File: config.mk
export PLATFORM = sky130hd
export DESIGN_NAME = opstat_rdback
export DESIGN_NICKNAME = d
export VERILOG_FILES = /design/src/rtl/opstat_pkg.sv /design/src/rtl/opstat_timer.sv /design/src/rtl/opstat_toggle.sv /design/src/rtl/opstat_mux.sv /design/src/rtl/opstat_rdback.sv
export SDC_FILE = /design/constraint.sdc
export NUM_CORES = 1
export LEC_CHECK = 0
export ABC_AREA = 1
export BUFFER_PORTS_ARGS = -buffer_cell sky130_fd_sc_hd__buf_2
export CORE_MARGIN = 1.5
export CORE_UTILIZATION = 52
export CTS_BUF_LIST = sky130_fd_sc_hd__clkbuf_4 sky130_fd_sc_hd__clkbuf_8
export DETAILED_ROUTE_END_ITERATION = 10
export PLACE_DENSITY = 0.89
export SLEW_MARGIN = 10
export SYNTH_ARGS = -nofsm -noshare
export SYNTH_HDL_FRONTEND = slang
export SYNTH_SLANG_ARGS = --single-unit
File: constraint.sdc
create_clock -name clk -period 2.7 [get_ports clk]
set_clock_uncertainty 0.1 [all_clocks]
set_input_delay 0.81 -clock clk [delete_from_list [all_inputs] [get_ports clk]]
set_output_delay 0.81 -clock clk [all_outputs]
set_load 0.005 [all_outputs]
File: src/rtl/opstat_pkg.sv
package opstat_pkg;

  typedef enum logic [1:0] {
    OP_PROG  = 2'b00,
    OP_SECT  = 2'b01,
    OP_BLOCK = 2'b10,
    OP_CHIP  = 2'b11
  } op_kind_e;

  // Busy duration in cycles for one operation kind.
  function automatic int unsigned op_cycles(op_kind_e k, int unsigned p_cyc,
                                            int unsigned s_cyc, int unsigned b_cyc,
                                            int unsigned c_cyc);
    case (k)
      OP_PROG:  return p_cyc;
      OP_SECT:  return s_cyc;
      OP_BLOCK: return b_cyc;
      default:  return c_cyc;
    endcase
  endfunction

  // Byte presented to the host while an operation is running.
  function automatic logic [7:0] status_byte(logic [7:0] arr, op_kind_e k,
                                             logic pbit7, logic tgl);
    logic poll;
    poll = (k == OP_PROG) ? ~pbit7 : 1'b0;
    return {poll, tgl, arr[5:0]};
  endfunction

endpackage

File: src/rtl/opstat_timer.sv
module opstat_timer
  import opstat_pkg::*;
#(
  parameter int unsigned PROG_CYC  = 14,
  parameter int unsigned SECT_CYC  = 180,
  parameter int unsigned BLOCK_CYC = 180,
  parameter int unsigned CHIP_CYC  = 700
) (
  input  logic     clk,
  input  logic     rst_n,
  input  logic     start_i,
  input  op_kind_e kind_i,
  input  logic     bit7_i,
  output logic     busy_o,
  output op_kind_e kind_o,
  output logic     bit7_o
);
  localparam int unsigned MAX_A = (PROG_CYC > SECT_CYC) ? PROG_CYC : SECT_CYC;
  localparam int unsigned MAX_B = (BLOCK_CYC > CHIP_CYC) ? BLOCK_CYC : CHIP_CYC;
  localparam int unsigned MAX_C = (MAX_A > MAX_B) ? MAX_A : MAX_B;
  localparam int unsigned CNT_W = $clog2(MAX_C + 1);

  logic [CNT_W-1:0] remain_q;
  logic             busy_q;
  op_kind_e         kind_q;
  logic             bit7_q;
  logic             launch;
  logic             last_cyc;

  assign launch   = start_i & ~busy_q;
  assign last_cyc = busy_q & (remain_q == '0);

  always_ff @(posedge clk) begin
    if (!rst_n) begin
      busy_q   <= 1'b0;
      remain_q <= '0;
      kind_q   <= OP_PROG;
      bit7_q   <= 1'b0;
    end else if (launch) begin
      busy_q   <= 1'b1;
      remain_q <= CNT_W'(op_cycles(kind_i, PROG_CYC, SECT_CYC, BLOCK_CYC, CHIP_CYC) - 1);
      kind_q   <= kind_i;
      bit7_q   <= bit7_i;
    end else if (busy_q) begin
      if (last_cyc) busy_q <= 1'b0;
      else          remain_q <= remain_q - 1'b1;
    end
  end

  assign busy_o = busy_q;
  assign kind_o = kind_q;
  assign bit7_o = bit7_q;

  AST_LAUNCH_BUSY: assert property (@(posedge clk) disable iff (!rst_n)
    (start_i && !busy_o) |=> (busy_o && kind_o == $past(kind_i)));
  AST_LAST_CYCLE_ENDS: assert property (@(posedge clk) disable iff (!rst_n)
    last_cyc |=> !busy_o);
  AST_START_IGNORED: assert property (@(posedge clk) disable iff (!rst_n)
    (busy_o && start_i) |=> ($stable(kind_o) && $stable(bit7_o)));
  AST_HELD_DURING_BUSY: assert property (@(posedge clk) disable iff (!rst_n)
    (busy_o && $past(busy_o)) |-> ($stable(kind_o) && $stable(bit7_o)));

endmodule

File: src/rtl/opstat_toggle.sv
module opstat_toggle (
  input  logic clk,
  input  logic rst_n,
  input  logic busy_i,
  input  logic rd_i,
  output logic tgl_o
);
  logic rd_prev_q;
  logic tgl_q;
  logic rd_rise;

  assign rd_rise = rd_i & ~rd_prev_q;

  always_ff @(posedge clk) begin
    if (!rst_n) begin
      rd_prev_q <= 1'b0;
      tgl_q     <= 1'b0;
    end else begin
      rd_prev_q <= rd_i;
      if (busy_i && rd_rise) tgl_q <= ~tgl_q;
    end
  end

  assign tgl_o = tgl_q;

  AST_TGL_FLIPS: assert property (@(posedge clk) disable iff (!rst_n)
    (busy_i && rd_rise) |=> (tgl_o != $past(tgl_o)));
  AST_TGL_HOLDS: assert property (@(posedge clk) disable iff (!rst_n)
    !(busy_i && rd_rise) |=> $stable(tgl_o));

endmodule

File: src/rtl/opstat_mux.sv
module opstat_mux
  import opstat_pkg::*;
(
  input  logic       busy_i,
  input  op_kind_e   kind_i,
  input  logic       bit7_i,
  input  logic       tgl_i,
  input  logic [7:0] arr_i,
  output logic [7:0] data_o
);
  always_comb begin
    if (busy_i) data_o = status_byte(arr_i, kind_i, bit7_i, tgl_i);
    else        data_o = arr_i;
  end
endmodule

File: src/rtl/opstat_rdback.sv
module opstat_rdback
  import opstat_pkg::*;
#(
  parameter int unsigned PROG_CYC     = 14,
  parameter int unsigned PROG_MAX_CYC = 20,
  parameter int unsigned SECT_CYC     = 180,
  parameter int unsigned BLOCK_CYC    = 180,
  parameter int unsigned CHIP_CYC     = 700
) (
  input  logic       clk,
  input  logic       rst_n,
  input  logic       op_start,
  input  logic [1:0] op_kind,
  input  logic [7:0] prog_byte,
  input  logic       rd_strobe,
  input  logic [7:0] array_data,
  output logic [7:0] rd_data,
  output logic       busy
);
  localparam int unsigned RUN_W = $clog2(PROG_MAX_CYC + 2);

  logic     busy_w;
  op_kind_e kind_w;
  logic     bit7_w;
  logic     tgl_w;

  opstat_timer #(
    .PROG_CYC (PROG_CYC),
    .SECT_CYC (SECT_CYC),
    .BLOCK_CYC(BLOCK_CYC),
    .CHIP_CYC (CHIP_CYC)
  ) timer_i (
    .clk    (clk),
    .rst_n  (rst_n),
    .start_i(op_start),
    .kind_i (op_kind_e'(op_kind)),
    .bit7_i (prog_byte[7]),
    .busy_o (busy_w),
    .kind_o (kind_w),
    .bit7_o (bit7_w)
  );

  opstat_toggle toggle_i (
    .clk   (clk),
    .rst_n (rst_n),
    .busy_i(busy_w),
    .rd_i  (rd_strobe),
    .tgl_o (tgl_w)
  );

  opstat_mux mux_i (
    .busy_i(busy_w),
    .kind_i(kind_w),
    .bit7_i(bit7_w),
    .tgl_i (tgl_w),
    .arr_i (array_data),
    .data_o(rd_data)
  );

  assign busy = busy_w;

  // Length of the running program operation, saturating; guards the limit.
  logic [RUN_W-1:0] prog_run_q;
  always_ff @(posedge clk) begin
    if (!rst_n || !busy_w || kind_w != OP_PROG) prog_run_q <= '0;
    else if (prog_run_q != {RUN_W{1'b1}}) prog_run_q <= prog_run_q + 1'b1;
  end

  AST_PROG_LIMIT: assert property (@(posedge clk) disable iff (!rst_n)
    (prog_run_q <= RUN_W'(PROG_MAX_CYC)));
  AST_PROG_POLL: assert property (@(posedge clk) disable iff (!rst_n)
    (busy && kind_w == OP_PROG) |-> (rd_data[7] == ~bit7_w));
  AST_ERASE_POLL: assert property (@(posedge clk) disable iff (!rst_n)
    (busy && kind_w != OP_PROG) |-> (rd_data[7] == 1'b0));
  AST_LOW_BITS_PASS: assert property (@(posedge clk) disable iff (!rst_n)
    busy |-> (rd_data[5:0] == array_data[5:0]));
  AST_IDLE_PASS: assert property (@(posedge clk) disable iff (!rst_n)
    !busy |-> (rd_data == array_data));

endmodule

==> flow_metrics.tcl <==
set metrics [dict create \
    clock_path_buffers 2 \
    cp_cell_sequence "buf_2 -> inv_1 -> ha_1 -> o21ai_0 -> ha_1 -> nand3_1 -> nor2_4 -> nand2_1 -> nor2_1 -> nand4_1 -> nand2_1 -> nor2_1" \
    netlist_area_um2 1031 \
    syn_avg_cell_area_um2 6.652 \
    grt_max_degree 17 \
    nNetsFinal 189 \
    pwr-share-clk_pct 19.3 \
    power.total_uw 641.1 \
    total_leakage_power_nw 0.5576 \
    hold_ws_ns 0.3899 \
    crit_arrival_ns 2.34 \
    die_h_um 47.53 \
    core_area_um2 1802 \
    pwr-share-comb_pct 35.6 \
    clk_pin_slew_worst_paths_ns 0.08 \
    drt_iter0_markers 29 \
    initial_core_util_pct 57.22 \
    critPathSlowestCell "ha_1" \
    die_area_um2 2259 \
    drive_gt1_share_pct 16.15 \
    yosys-top-cells-count "33 x nand2_1, 23 x nor2_1, 20 x inv_1" \
    yosysTopAreaCell "dfxtp_1" \
    vias 976 \
    drv_slew 0 \
    r2r_start "timer_i.busy_o" \
    synthAdderAreaFrac_pct 4.854 \
    vias_per_cell 5.247 \
    die_x_um 47.53 \
    p_sw_uw 240.8 \
    seq_area_um2 320.3 \
    syn2layout_area_growth_pct 4.369 \
    gp_congestion 0.8817 \
    clk_latency_ns 0.29 \
    core.rowCount 15 \
    rr_worst_depth 11 \
    internal_power_uw 400.3 \
    synth_ff_type "dfxtp_1" \
    ant_nets 0 \
    cp_slowest_stage_delay_ns 0.23 \
    hold_path.class "reg -> reg" \
    hold_viol_final 0 \
    synth-async-reset-ratio_pct 0 \
    critPathLaunch "op_kind[0]" \
    numCtsBuffers 3 \
    worst_slew_pin_slew_ns 0.2845 \
    criticalPathCategory "in -> reg" \
    multi_input_area_um2 560.5 \
    ir_drop_mv 0.5388 \
    power_frac_seq_pct 45.1 \
    maxSlewHeadroom_pct 80.97 \
    htreeDepth 1 \
    cap_violations 0 \
    required_ns 2.79 \
    fin_tns_setup_ns 0 \
    synth.most_common_cell "nand2_1" \
    synth-simple-area-share_pct 36.04 \
    synth_nets 181 \
    ys_ff_latch 16 \
    synthCells 155 \
    grt_pass1_vias 940 \
    r2r_setup_slack_ns 0.65 \
    sw_frac_of_total_pct 37.56 \
    crit_end "timer_i.remain_q[8]" \
    rsz0062_at_grt "false" \
    synth_xor_area_share_pct 0.8495 \
    max_freq_mhz 445.9 \
    post_cts_buffers 0 \
    cp-start-kind "primary input" \
    p_per_area_nw_per_um2 595.8 \
    route.detailed.drc 0 \
    fin_crit_sh_pct 83.07 \
    cts-root-buf "clkbuf_4" \
    io_pins 31 \
    ys_seq_area_share_pct 31.07 \
    grt_pass1_wl_mm 3.760 \
    dpl.hpwl_mm 1.539 \
    r2r_end "timer_i.remain_q[8]" \
    ys_warn_count 0 \
    status "completed" \
    synthMuxAreaShare_pct 0 \
    wl_per_cell_um 11.19 \
    cts_hold_buffers 0 \
    synth_top_family_by_area "simple AND/OR/NAND/NOR gates" \
    tritoncts "built" \
    yosys-top-cells-area "dfxtp_1 31%, nand2_1 12%, nor2_1 8.4%" \
    antenna_cells 0 \
    end_kind "flop" \
    crit_fanout 3 \
    antenna_found_initial 0 \
    grt-ovfl-total 0 \
    clock-sinks 16 \
    finalSetupViolations 0 \
    synth-edff-count 0 \
    portBuffers 11 \
    routed_wl_mm 2.082 \
    synth.distinct_cells 24 \
    period_minus_slack_ns 2.243 \
    yosys.area.top_type_share_pct 31.07 \
    gr-usage-all-layers_pct 24.50 \
    synth_compound_area_share_pct 12.62 \
    firstDrtPassIters 4 \
    n_fill_cell 184 \
    cts_resized 0 \
]
==> metal layers <==
layer / up-vias / track usage [%] / wire length (µm)
met5: - / 0 / 0
met1: 444 / 26.44 / 926
met2: 27 / 41.89 / 990
met3: 5 / 7.547 / 117
li1: 500 / - / -
met4: 0 / 14.44 / 48
==> final cells by class <==
class	count	share of cell area, %
Multi-Input combinational cell	109	52.09
Sequential cell	16	29.77
Inverter	21	7.326
Timing Repair Buffer	12	5.814
Tap cell	25	2.907
Clock buffer	3	2.093
==> registers in the layout, indices dropped and copies added, names as in the netlist <==
register	flops
timer_i.bit7_o	1
timer_i.remain_q	10
timer_i.busy_o	1
toggle_i.tgl_o	1
toggle_i.rd_prev_q	1
timer_i.kind_o	2
==> kinds of logic after synthesis <==
| group | Yosys count |
|---|---|
| buf+inv | 30 |
| simple gates | 80 |
| compound gates | 24 |
| flops | 16 |
| xor+xnor | 1 |
| fa+ha+maj | 4 |
==> power groups by stage <==
stage / clock network (mW) / logic, mW / registers, mW
after global routing: 0.137 / 0.261 / 0.293
after CTS: 0.130 / 0.226 / 0.288
after global placement: 0 / 0.215 / 0.292
final: 0.123 / 0.228 / 0.289
after floorplan: 0 / 0.190 / 0.288
after detailed placement: 0 / 0.225 / 0.293
==> placed cells by master, fill, tap and decap left out, types with 2 or more instances in the layout <==
cell type	netlist	final
nand2_1	33	33
nor2_1	23	23
inv_1	20	20
dfxtp_1	16	16
nand3_1	12	12
o21ai_0	11	11
buf_2	0	11
a21oi_1	10	10
ha_1	4	4
clkbuf_4	0	3
nand3_2	2	2
nand2_2	2	2
nor3_2	2	2
nand4_1	2	2
==> worst min path at each step <==
stage / start / endpoint / slack [ns] / depth (start not counted)
after floorplan: toggle_i.tgl_o / toggle_i.tgl_o / 0.32 / 1
after global placement: toggle_i.tgl_o / toggle_i.tgl_o / 0.33 / 1
after detailed placement: toggle_i.tgl_o / toggle_i.tgl_o / 0.38 / 1
after CTS: toggle_i.tgl_o / toggle_i.tgl_o / 0.39 / 1
after global routing: timer_i.remain_q[3] / timer_i.remain_q[3] / 0.43 / 2
final: toggle_i.tgl_o / toggle_i.tgl_o / 0.39 / 1
==> metrics by stage <==
step	worst slack [ns]	instance area [µm²]	cells	util (%)
final	0.4572	1076	186	59.72
after global routing	0.2685	1076	186	59.72
after CTS	0.4961	1076	186	59.72
after detailed placement	0.1695	1054	183	58.47
after global placement	0.2294	1054	183	58.47
after floorplan	0.4801	1031	155	-
==> worst max-delay path, delay by kind of cell <==
kind | cells | cell delay (ns)
fa+ha+maj | 2 | 0.42
buf+inv | 2 | 0.15
simple gates | 7 | 0.78
compound gates | 1 | 0.18
(Power assumes the default switching activity.)
